### src/rtl/stc_pkg.sv
package stc_pkg;
  typedef enum logic [1:0] {S_IDLE, S_OUTP, S_IMP, S_DONE} stc_state_e;

  // linear index of unordered pair lo<hi
  function automatic int unsigned pair_index(input int unsigned lo, input int unsigned hi);
    return (hi * (hi - 1)) / 2 + lo;
  endfunction
endpackage

### src/rtl/stc_state_table.sv
module stc_state_table #(
  parameter int NUM_ST = 8,
  localparam int SW = $clog2(NUM_ST)
) (
  input  logic          clk,
  input  logic          rst_n,
  input  logic          hold,
  input  logic          wr_en,
  input  logic [SW-1:0] wr_row,
  input  logic [SW-1:0] wr_ns0,
  input  logic          wr_ns0_vld,
  input  logic [SW-1:0] wr_ns1,
  input  logic          wr_ns1_vld,
  input  logic          wr_z0,
  input  logic          wr_z0_vld,
  input  logic          wr_z1,
  input  logic          wr_z1_vld,
  input  logic [SW-1:0] rd_a,
  input  logic [SW-1:0] rd_b,
  output logic [SW-1:0] ns_a [2],
  output logic [1:0]    nsv_a,
  output logic [1:0]    z_a,
  output logic [1:0]    zv_a,
  output logic [SW-1:0] ns_b [2],
  output logic [1:0]    nsv_b,
  output logic [1:0]    z_b,
  output logic [1:0]    zv_b
);
  logic [SW-1:0] ns0_q [NUM_ST];
  logic [SW-1:0] ns1_q [NUM_ST];
  logic [1:0]    nsv_q [NUM_ST];
  logic [1:0]    z_q   [NUM_ST];
  logic [1:0]    zv_q  [NUM_ST];
  logic          we;

  assign we = wr_en && !hold;

  for (genvar r = 0; r < NUM_ST; r++) begin : g_row
    logic row_we;
    assign row_we = we && (wr_row == SW'(r));
    always_ff @(posedge clk or negedge rst_n) begin
      if (!rst_n) begin
        ns0_q[r] <= '0;
        ns1_q[r] <= '0;
        nsv_q[r] <= '0;
        z_q[r]   <= '0;
        zv_q[r]  <= '0;
      end else if (row_we) begin
        ns0_q[r] <= wr_ns0;
        ns1_q[r] <= wr_ns1;
        nsv_q[r] <= {wr_ns1_vld, wr_ns0_vld};
        z_q[r]   <= {wr_z1, wr_z0};
        zv_q[r]  <= {wr_z1_vld, wr_z0_vld};
      end
    end

    assert_table_hold_R7: assert property (@(posedge clk) disable iff (!rst_n)
      (hold && wr_en) |=> ($stable(ns0_q[r]) && $stable(ns1_q[r]) && $stable(nsv_q[r])
                           && $stable(z_q[r]) && $stable(zv_q[r])));
  end

  always_comb begin
    ns_a[0] = ns0_q[rd_a];
    ns_a[1] = ns1_q[rd_a];
    nsv_a   = nsv_q[rd_a];
    z_a     = z_q[rd_a];
    zv_a    = zv_q[rd_a];
    ns_b[0] = ns0_q[rd_b];
    ns_b[1] = ns1_q[rd_b];
    nsv_b   = nsv_q[rd_b];
    z_b     = z_q[rd_b];
    zv_b    = zv_q[rd_b];
  end
endmodule

### src/rtl/stc_pair_walker.sv
module stc_pair_walker #(
  parameter int NUM_ST = 8,
  localparam int SW = $clog2(NUM_ST),
  localparam int NPAIR = NUM_ST * (NUM_ST - 1) / 2,
  localparam int PW = $clog2(NPAIR)
) (
  input  logic          clk,
  input  logic          rst_n,
  input  logic          clr,
  input  logic          adv,
  output logic [PW-1:0] idx,
  output logic [SW-1:0] lo,
  output logic [SW-1:0] hi,
  output logic          last
);
  logic [PW-1:0] idx_d;
  logic [SW-1:0] lo_d, hi_d;

  assign last = (idx == PW'(NPAIR - 1));

  always_comb begin
    idx_d = idx;
    lo_d  = lo;
    hi_d  = hi;
    if (clr) begin
      idx_d = '0;
      lo_d  = '0;
      hi_d  = SW'(1);
    end else if (adv) begin
      idx_d = idx + PW'(1);
      if (lo == hi - SW'(1)) begin
        lo_d = '0;
        hi_d = hi + SW'(1);
      end else begin
        lo_d = lo + SW'(1);
      end
    end
  end

  always_ff @(posedge clk or negedge rst_n) begin
    if (!rst_n) begin
      idx <= '0;
      lo  <= '0;
      hi  <= SW'(1);
    end else if (clr || adv) begin
      idx <= idx_d;
      lo  <= lo_d;
      hi  <= hi_d;
    end
  end

  assert_index_map_R6: assert property (@(posedge clk) disable iff (!rst_n)
    (lo < hi) && (int'(idx) == int'(stc_pkg::pair_index(int'(lo), int'(hi)))));
endmodule

### src/rtl/stc_pair_matrix.sv
module stc_pair_matrix #(
  parameter int NUM_ST = 8,
  localparam int NPAIR = NUM_ST * (NUM_ST - 1) / 2,
  localparam int PW = $clog2(NPAIR)
) (
  input  logic             clk,
  input  logic             rst_n,
  input  logic             clr,
  input  logic             set_en,
  input  logic [PW-1:0]    set_idx,
  output logic [NPAIR-1:0] mark
);
  logic [NPAIR-1:0] mark_d;

  always_comb begin
    mark_d = mark;
    if (clr) mark_d = '0;
    else if (set_en) mark_d[set_idx] = 1'b1;
  end

  always_ff @(posedge clk or negedge rst_n) begin
    if (!rst_n) mark <= '0;
    else if (clr || set_en) mark <= mark_d;
  end

  assert_mark_grow_R4: assert property (@(posedge clk) disable iff (!rst_n)
    !clr |=> ((mark & $past(mark)) == $past(mark)));
endmodule

### src/rtl/stc_engine.sv
module stc_engine #(
  parameter int NUM_ST = 8,
  localparam int SW = $clog2(NUM_ST),
  localparam int NPAIR = NUM_ST * (NUM_ST - 1) / 2,
  localparam int PW = $clog2(NPAIR),
  localparam int CW = $clog2(NPAIR + 3)
) (
  input  logic             clk,
  input  logic             rst_n,
  input  logic             wr_en,
  input  logic [SW-1:0]    wr_row,
  input  logic [SW-1:0]    wr_ns0,
  input  logic             wr_ns0_vld,
  input  logic [SW-1:0]    wr_ns1,
  input  logic             wr_ns1_vld,
  input  logic             wr_z0,
  input  logic             wr_z0_vld,
  input  logic             wr_z1,
  input  logic             wr_z1_vld,
  input  logic             start,
  output logic             busy,
  output logic             done,
  input  logic [PW-1:0]    rd_addr,
  output logic             rd_compat,
  output logic [NPAIR-1:0] compat_vec
);
  import stc_pkg::*;

  stc_state_e st_q, st_d;
  logic          go, walk_clr, again, conflict, imp_hit, set_en;
  logic          changed_q, changed_d;
  logic [CW-1:0] sweep_q, sweep_d;
  logic [PW-1:0] idx;
  logic [SW-1:0] lo, hi;
  logic          last;
  logic [NPAIR-1:0] mark;
  logic [SW-1:0] ns_a [2];
  logic [SW-1:0] ns_b [2];
  logic [1:0]    nsv_a, nsv_b, z_a, z_b, zv_a, zv_b, hit;

  assign busy = (st_q == S_OUTP) || (st_q == S_IMP);
  assign done = (st_q == S_DONE);
  assign go   = start && !busy;

  stc_state_table #(.NUM_ST(NUM_ST)) u_table (
    .clk(clk), .rst_n(rst_n), .hold(busy), .wr_en(wr_en), .wr_row(wr_row),
    .wr_ns0(wr_ns0), .wr_ns0_vld(wr_ns0_vld), .wr_ns1(wr_ns1), .wr_ns1_vld(wr_ns1_vld),
    .wr_z0(wr_z0), .wr_z0_vld(wr_z0_vld), .wr_z1(wr_z1), .wr_z1_vld(wr_z1_vld),
    .rd_a(lo), .rd_b(hi),
    .ns_a(ns_a), .nsv_a(nsv_a), .z_a(z_a), .zv_a(zv_a),
    .ns_b(ns_b), .nsv_b(nsv_b), .z_b(z_b), .zv_b(zv_b));

  stc_pair_walker #(.NUM_ST(NUM_ST)) u_walk (
    .clk(clk), .rst_n(rst_n), .clr(walk_clr), .adv(busy),
    .idx(idx), .lo(lo), .hi(hi), .last(last));

  stc_pair_matrix #(.NUM_ST(NUM_ST)) u_mat (
    .clk(clk), .rst_n(rst_n), .clr(go), .set_en(set_en), .set_idx(idx), .mark(mark));

  assign conflict = |(zv_a & zv_b & (z_a ^ z_b));

  // implied pair lookup, one per input value
  for (genvar x = 0; x < 2; x++) begin : g_imp
    logic [SW-1:0] p_lo, p_hi;
    logic          useful;
    assign p_lo   = (ns_a[x] < ns_b[x]) ? ns_a[x] : ns_b[x];
    assign p_hi   = (ns_a[x] < ns_b[x]) ? ns_b[x] : ns_a[x];
    assign useful = nsv_a[x] && nsv_b[x] && (p_lo != p_hi) && !((p_lo == lo) && (p_hi == hi));
    assign hit[x] = useful && mark[PW'(pair_index(int'(p_lo), int'(p_hi)))];
  end

  assign imp_hit  = |hit;
  assign set_en   = ((st_q == S_OUTP) && conflict) ||
                    ((st_q == S_IMP) && imp_hit && !mark[idx]);
  assign again    = changed_q || ((st_q == S_IMP) && set_en);
  assign walk_clr = go || (busy && last);

  always_comb begin
    st_d      = st_q;
    changed_d = changed_q;
    sweep_d   = sweep_q;
    if (go) begin
      st_d      = S_OUTP;
      changed_d = 1'b0;
      sweep_d   = '0;
    end else if (st_q == S_OUTP) begin
      if (last) begin
        st_d    = S_IMP;
        sweep_d = CW'(1);
      end
    end else if (st_q == S_IMP) begin
      if (set_en) changed_d = 1'b1;
      if (last) begin
        changed_d = 1'b0;
        if (again) sweep_d = sweep_q + CW'(1);
        else       st_d    = S_DONE;
      end
    end
  end

  always_ff @(posedge clk or negedge rst_n) begin
    if (!rst_n) begin
      st_q      <= S_IDLE;
      changed_q <= 1'b0;
      sweep_q   <= '0;
    end else begin
      st_q      <= st_d;
      changed_q <= changed_d;
      sweep_q   <= sweep_d;
    end
  end

  assign compat_vec = done ? ~mark : '0;
  assign rd_compat  = done && (int'(rd_addr) < NPAIR) && !mark[rd_addr];

  assert_sweep_bound_R8: assert property (@(posedge clk) disable iff (!rst_n)
    (st_q == S_IMP) |-> (int'(sweep_q) <= NPAIR + 1));
  assert_flags_excl_R8: assert property (@(posedge clk) disable iff (!rst_n)
    !(busy && done));
  assert_result_hold_R8: assert property (@(posedge clk) disable iff (!rst_n)
    (done && !start) |=> (done && $stable(compat_vec)));
  assert_out_conflict_R2: assert property (@(posedge clk) disable iff (!rst_n)
    ((st_q == S_OUTP) && conflict) |=> (mark[$past(idx)] == 1'b1));
  assert_start_ignored_R7: assert property (@(posedge clk) disable iff (!rst_n)
    (st_q == S_IMP && !last) |=> (st_q == S_IMP));
endmodule

### config.mk
export PLATFORM = sky130hd
export DESIGN_NAME = stc_engine
export DESIGN_NICKNAME = d
export VERILOG_FILES = /design/src/rtl/stc_pkg.sv /design/src/rtl/stc_state_table.sv /design/src/rtl/stc_pair_walker.sv /design/src/rtl/stc_pair_matrix.sv /design/src/rtl/stc_engine.sv
export SDC_FILE = /design/constraint.sdc
export NUM_CORES = 1
export LEC_CHECK = 0
export ABC_AREA = 1
export BUFFER_PORTS_ARGS = -buffer_cell sky130_fd_sc_hd__buf_2
export CAP_MARGIN = 10
export CORE_ASPECT_RATIO = 1.1
export CORE_MARGIN = 2
export CORE_UTILIZATION = 32
export CTS_CLUSTER_DIAMETER = 50
export DETAILED_ROUTE_END_ITERATION = 10
export SLEW_MARGIN = 30
export SYNTH_ARGS = -nofsm -noshare
export SYNTH_HDL_FRONTEND = slang
export SYNTH_SLANG_ARGS = --single-unit
### constraint.sdc
create_clock -name clk -period 7.9 [get_ports clk]
set_clock_uncertainty 0.15 [all_clocks]
set_input_delay 0.79 -clock clk [delete_from_list [all_inputs] [get_ports clk]]
set_output_delay 0.79 -clock clk [all_outputs]
set_load 0.05 [all_outputs]
# Word level (Yosys, flattened, before mapping)
# Cells that the tools add are included.
# classes
n_lt_le_gt_ge,10
mux,66
n_addsub,8
reduce_logical,53
mul,2
eq_ne,22
n_bitwise,7
# ops
operator,n
$mux W28,3
$mux W3,18
$bmux W2 S3,6
$bmux W3 S3,4
$mux W2,18
$logic_and A1 B1 Y1,28
$not A28 Y28,1
$or A28 B28 Y28,1
$lt A5 B6 Y1 const B,4
$bmux W1 S5,4
$eq A3 B3 Y1,5
$eq A3 B3 Y1 const B,4
$mul A4 B4 Y6,2
$add A5 B3 Y5,2
$mux W1,10
$mux W5,2
$ge A4 B4 Y1 const B,2
$not A3 Y4,2
$reduce_bool A2 Y1,4
$sub A3 B1 Y4 const B,2
$add A3 B1 Y3 const B,2
$eq A3 B2 Y1 const B,2
$logic_or A1 B1 Y1,6
$lt A3 B3 Y1,2
22 further kinds,34
# word_totals
out_inout_bits,31
in_bits,24
reg_bits,138

# Depth between registers and ports, before layout
# depth
word_depth,23
depth_mapped,48
depth_no_buf,44

# Modules after synthesis
# From an unflattened synthesis, not the netlist that was laid out.
# hier_totals
cells_unflattened,1678
area_unflattened_um2,10867.9
# by_module_without_submodules
module,area_per_inst_um2,n_inst,cells_each
stc_state_table,5859.4,1,882
stc_engine,3188.1,1,572
stc_pair_matrix,1166.1,1,141
stc_pair_walker,654.4,1,83

# Worst setup path after synthesis
# Ideal clock, no wire load.
# synth_timing
path_kind,flip-flop to flip-flop
from,register u_walk.hi[0]
to,register u_mat.mark[16]
arrival_time_ns,6.144
required_ns,7.614
stages_incl_launch_ff,46
period_less_slack_ns,6.431
setup_slack_ns,1.469
cell_sequence,dfstp_2 -> buf_6 -> buf_12 -> buf_6 -> buf_4 -> clkbuf_1 -> o21ai_0 -> o21ai_0 -> inv_1 -> o21ai_0 -> inv_1 -> ha_1 -> inv_2 -> nand2_1 -> nand2_1 -> nor2_1 -> inv_2 -> nand3_2 -> [... 10 more ...] -> buf_2 -> inv_1 -> a21oi_1 -> o21ai_0 -> o21a_1 -> nor2_1 -> o21ai_0 -> nand2_1 -> nand3_1 -> nand2_1 -> inv_2 -> nand2_1 -> nand2_2 -> nand2_4 -> nand2_8 -> buf_8 -> nand3_1 -> a21oi_1
# synth_via
elab_chain_cells,18
elab_cells_between_ends,62
cone_classes,4 x add/sub; 2 x mul; 2 x order compare; 6 x eq/ne; 23 x mux; 4 x bitwise; 21 x reduce/logical
# synth_rtl
item,line_no,rtl
start: declaration,stc_pair_walker.sv:13,"output logic [SW-1:0] hi,"
start signal: assignment,stc_pair_walker.sv:48,hi <= hi_d;
$not A3 Y4 (not written as such),n/a,
"$bmux W3 S3, on equally long branches","stc_state_table.sv:68, stc_state_table.sv:69",
"$mux W3, on equally long branches (2 in series)","stc_state_table.sv:68, stc_state_table.sv:69",
$lt A3 B3 Y1,"stc_engine.sv:66, stc_engine.sv:67",
$mux W3,stc_engine.sv:67,assign p_hi = (ns_a[x] < ns_b[x]) ? ns_b[x] : ns_a[x];
$sub A3 B1 Y4,stc_pkg.sv:6,return (hi * (hi - 1)) / 2 + lo;
$mul A4 B4 Y6,stc_pkg.sv:6,
$add A5 B3 Y5,stc_pkg.sv:6,
$bmux W1 S5,stc_engine.sv:69,"assign hit[x] = useful && mark[PW'(pair_index(int'(p_lo), int'(p_hi)))];"
$mux W1 (not written as such),stc_engine.sv:69,
$logic_and A1 B1 Y1,stc_engine.sv:69,
$reduce_or A2 Y1,stc_engine.sv:72,assign imp_hit = |hit;
$logic_and A1 B1 Y1 (2 in series),stc_engine.sv:74,((st_q == S_IMP) && imp_hit && !mark[idx]);
$logic_or A1 B1 Y1 *,stc_engine.sv:73,assign set_en = ((st_q == S_OUTP) && conflict) ||
$reduce_bool A2 Y1 (no line) or $logic_or A1 B1 Y1 (tied branches),n/a,
$reduce_and A2 Y1 (no line) *,n/a,
end signal: assignment,stc_pair_matrix.sv:23,else if (clr || set_en) mark <= mark_d;
end: declaration,stc_pair_matrix.sv:11,output logic [NPAIR-1:0] mark
# Every way passes the cells marked *; elsewhere a longest branch is shown, timed or not. The select of a mux whose other input is x is not followed.
# A chain may end at the register's enable or synchronous reset.

# Final worst setup path
# layout_timing
from,register u_walk.hi[0]
to,register u_mat.mark[17]
# The elaborated chain is that of the path after synthesis.

==> metrics.txt <==
outcome=finished, final reports clean; worst stage delay on the critical path=slightly below 0.8 ns; post-cts sizing count=0; worst reg2reg path startpoint=u_walk.hi[0]$_DFFE_PN1P_; effective utilization at floorplan=between 30% and 40%; post-detailed-route via-to-cell ratio=just over 5; data required time at the worst endpoint=around 8.0 ns; largest net degree at the start of global routing=89; clock latency reported for the late side of the worst-skew pair=around 0.43 ns; worst-path cell with the longest stage delay=sky130_fd_sc_hd__fa_1; sequential area share after synthesis=33.9%; synthesis-stage register bit count=138; final count of negative-setup-slack endpoints=0; drt drc=0; average detailed-routed wire length per instance=between 15 and 20 µm; die width=around 170 µm; overall routed net length=29,900 µm; number of enable-type register cells in the synthesized netlist=0; antenna violations before repair=0; worst-margin pin slew=between 1 and 1.5 ns; Worst Reg2Reg Path Length in Cells=38; antenna diode count=0; unrepaired setup endpoints after global routing=no; max-cap violation count=0; first-iteration detailed-routing DRC count=approximately 830; cell type group with the largest total delay on the critical path=adder cells; TritonCTS sink count=138; remaining antenna violation count=0; total of hold buffers inserted after clock tree synthesis=0; count of buffer and inverter cells on the critical path=9; clock transition time at the flip-flop clock pins of the worst setup and hold paths=approximately 0.070 ns; global router's overall resource usage=roughly 18%; number of input and output port buffers inserted=54; number of global-route vias before repair=just over 9,000; first-pass GRT wire length=roughly 48,000 µm; TNS Setup=0 ns; Mapped Cells=around 1,400; maximum fanout along the worst path=40; warning count from the yosys run=0; RD Place Congestion=0.916; clock root buffer=sky130_fd_sc_hd__clkbuf_16; die extent in y=roughly 190 µm; die area=33,300 µm²; post-synth net total=1,526; Core Region=~31,000 µm²; First-pass DRT Iterations=6; endpoint of the most critical register-to-register path=u_mat.mark[17]$_DFFE_PN0P_; GRT Residual Overflow=0; Crit Path Category=reg -> reg; final critical-path share of the clock period=91.2%; Area Growth Syn to Fin=10.6%; Post-layout nets=around 1,500; Fill cells=between 3,000 and 4,000; maximum level of the CTS H-tree=4; hold crit path type=in -> async; Main synth FF type=sky130_fd_sc_hd__dfrtp_1; hold violation total from the final report=0; half-perimeter wire length of the detailed placement result=~21,000 µm; final count of pins violating max slew=0; Cell variety after synth=47; cell repeated most along the worst path=sky130_fd_sc_hd__ha_1; standard-cell row count=a little under 70; CTS tree=yes; Synth Cell Area=10,200 µm²; top-level port count=55; worst reg2reg setup slack=0.70 ns; worst slew margin relative to its limit=between 30% and 40%; minimum clock period after layout=a little over 7 ns; post-CTS setup buffer count=0; crit path DAT=between 7 and 8 ns; fraction of layout cells with a size suffix above 1=11.1%; mean post-synth cell area=~7 µm²; clock buffers created by TritonCTS=17; type of origin of the critical path=register; commonest cells after routing, fill and taps aside=301 x sky130_fd_sc_hd__nand2_1, 219 x sky130_fd_sc_hd__o21ai_0, 159 x sky130_fd_sc_hd__inv_1, 136 x sky130_fd_sc_hd__dfrtp_1, 125 x sky130_fd_sc_hd__nand3_1; Setup crit end kind=register; f_max=around 140 MHz; FFs w/ async S/R, synth=100%; Via Count=9,703; maximum buffer depth of the clock tree=2; most common cell after layout, fill and taps aside=sky130_fd_sc_hd__nand2_1
per-stage QoR:
step / setup WS, ns / instances / util (%) / hold WS (ns) / area [µm²]
after global routing: 0.171 / 1880 / 35.9 / 0.160 / 11300
after CTS: 0.797 / 1879 / 35.8 / 0.339 / 11200
final: 0.697 / 1880 / 35.9 / 0.131 / 11300
after floorplan: 1.47 / 1441 / - / 0.303 / 10200
after detailed placement: 0.849 / 1847 / 33.8 / 0.323 / 10600
after global placement: 0.980 / 1847 / 33.8 / 0.317 / 10600
synth_stat cells, types with 2 or more instances:
master / count / area, µm²
sky130_fd_sc_hd__buf_6: 9 / 101
sky130_fd_sc_hd__buf_4: 5 / 37.5
sky130_fd_sc_hd__clkbuf_1: 34 / 128
sky130_fd_sc_hd__nor2_1: 102 / 383
sky130_fd_sc_hd__fa_1: 6 / 120
sky130_fd_sc_hd__nor3_1: 2 / 10.0
sky130_fd_sc_hd__nand2_4: 6 / 67.6
sky130_fd_sc_hd__nand2_2: 15 / 93.8
sky130_fd_sc_hd__inv_1: 159 / 597
sky130_fd_sc_hd__o211ai_1: 12 / 90.1
sky130_fd_sc_hd__a21o_1: 2 / 15.0
sky130_fd_sc_hd__a21oi_2: 2 / 17.5
sky130_fd_sc_hd__ha_1: 55 / 688
sky130_fd_sc_hd__xor2_1: 12 / 105
sky130_fd_sc_hd__o2111ai_1: 2 / 17.5
sky130_fd_sc_hd__or2_2: 3 / 18.8
sky130_fd_sc_hd__o21a_1: 3 / 22.5
sky130_fd_sc_hd__nand4_1: 2 / 12.5
sky130_fd_sc_hd__o21ai_0: 219 / 1100
sky130_fd_sc_hd__inv_2: 12 / 45.0
sky130_fd_sc_hd__o21ai_1: 17 / 85.1
sky130_fd_sc_hd__nand3_1: 125 / 626
sky130_fd_sc_hd__nand2_1: 302 / 1130
sky130_fd_sc_hd__buf_1: 2 / 7.51
sky130_fd_sc_hd__xnor2_1: 6 / 52.6
sky130_fd_sc_hd__nand3_2: 18 / 180
sky130_fd_sc_hd__a21oi_1: 124 / 621
sky130_fd_sc_hd__dfrtp_1: 137 / 3430
sky130_fd_sc_hd__buf_2: 26 / 130
sky130_fd_sc_hd__buf_8: 2 / 30.0
sky130_fd_sc_hd__o22ai_1: 4 / 25.0
worst max-delay path by stage:
| stage | startpoint | end | slack [ns] | depth (start not counted) |
|---|---|---|---|---|
| detailed placement | u_walk.hi[0]$_DFFE_PN1P_ | u_mat.mark[17]$_DFFE_PN0P_ | 0.85 | 38 |
| finish | u_walk.hi[0]$_DFFE_PN1P_ | u_mat.mark[17]$_DFFE_PN0P_ | 0.70 | 38 |
| CTS | u_walk.hi[0]$_DFFE_PN1P_ | u_mat.mark[17]$_DFFE_PN0P_ | 0.80 | 38 |
| global route | u_walk.hi[0]$_DFFE_PN1P_ | u_mat.mark[24]$_DFFE_PN0P_ | 0.17 | 38 |
| global placement | u_walk.hi[0]$_DFFE_PN1P_ | st_q[0]$_DFFE_PN0P_ | 0.98 | 40 |
| floorplan | u_walk.hi[0]$_DFFE_PN1P_ | u_mat.mark[16]$_DFFE_PN0P_ | 1.47 | 45 |
cell families (layout without fill, tap and decap cells):
family                     count (synthesis)  after routing  share of synthesized area (%)
DFF                                      138            138                           33.9
buffers and inverters                    251            270                           10.8
AOI/OAI and AO/OA                        392            392                           20.1
adders and majority gates                 61             61                           7.94
xor gates and xnor gates                  18             18                           1.55
and+or+nand+nor                          581            581                           25.6
worst reg2reg max path: cells and delay by family (launching register included):
kind | cells | cell delay, ns
adder cells (fa/ha/maj) | 7 | 2.38
buffers and inverters | 9 | 1.18
AND/OR/NAND/NOR | 14 | 1.40
AO/OA/AOI/OAI | 8 | 1.21
flip-flops | 1 | 0.72
metal layers:
metal | vias to the layer above | wire (µm) | GRT usage, %
li1 | 4744 | - | -
met1 | 4579 | 13400 | 23.8
met2 | 317 | 14300 | 30.7
met3 | 63 | 1580 | 2.41
met4 | 0 | 737 | 6.30
met5 | - | 0 | 0
sequential cells by signal, indices dropped and copies added, names as in the netlist:
| name | count |
|---|---|
| u_mat.mark | 28 |
| u_table.z_q | 16 |
| u_table.ns1_q | 24 |
| u_table.zv_q | 16 |
| u_table.ns0_q | 24 |
| u_table.nsv_q | 16 |
| u_walk.hi | 3 |
| u_walk.lo | 3 |
| changed_q | 1 |
| u_walk.idx | 5 |
| st_q | 2 |
layout make-up:
cell class	count	area, µm²	area share [%]
clock buffers	18	439	3.90
clock inverters	14	180	1.60
inverters	172	648	5.76
multi-input cells	1052	5620	50.0
flip-flops and latches	138	3460	30.7
well taps	420	526	4.67
repair buffers	66	387	3.43
Power is left out: the tool's default activity adds up to more than one toggle a clock period on the data nets, which glitch-free logic cannot reach.
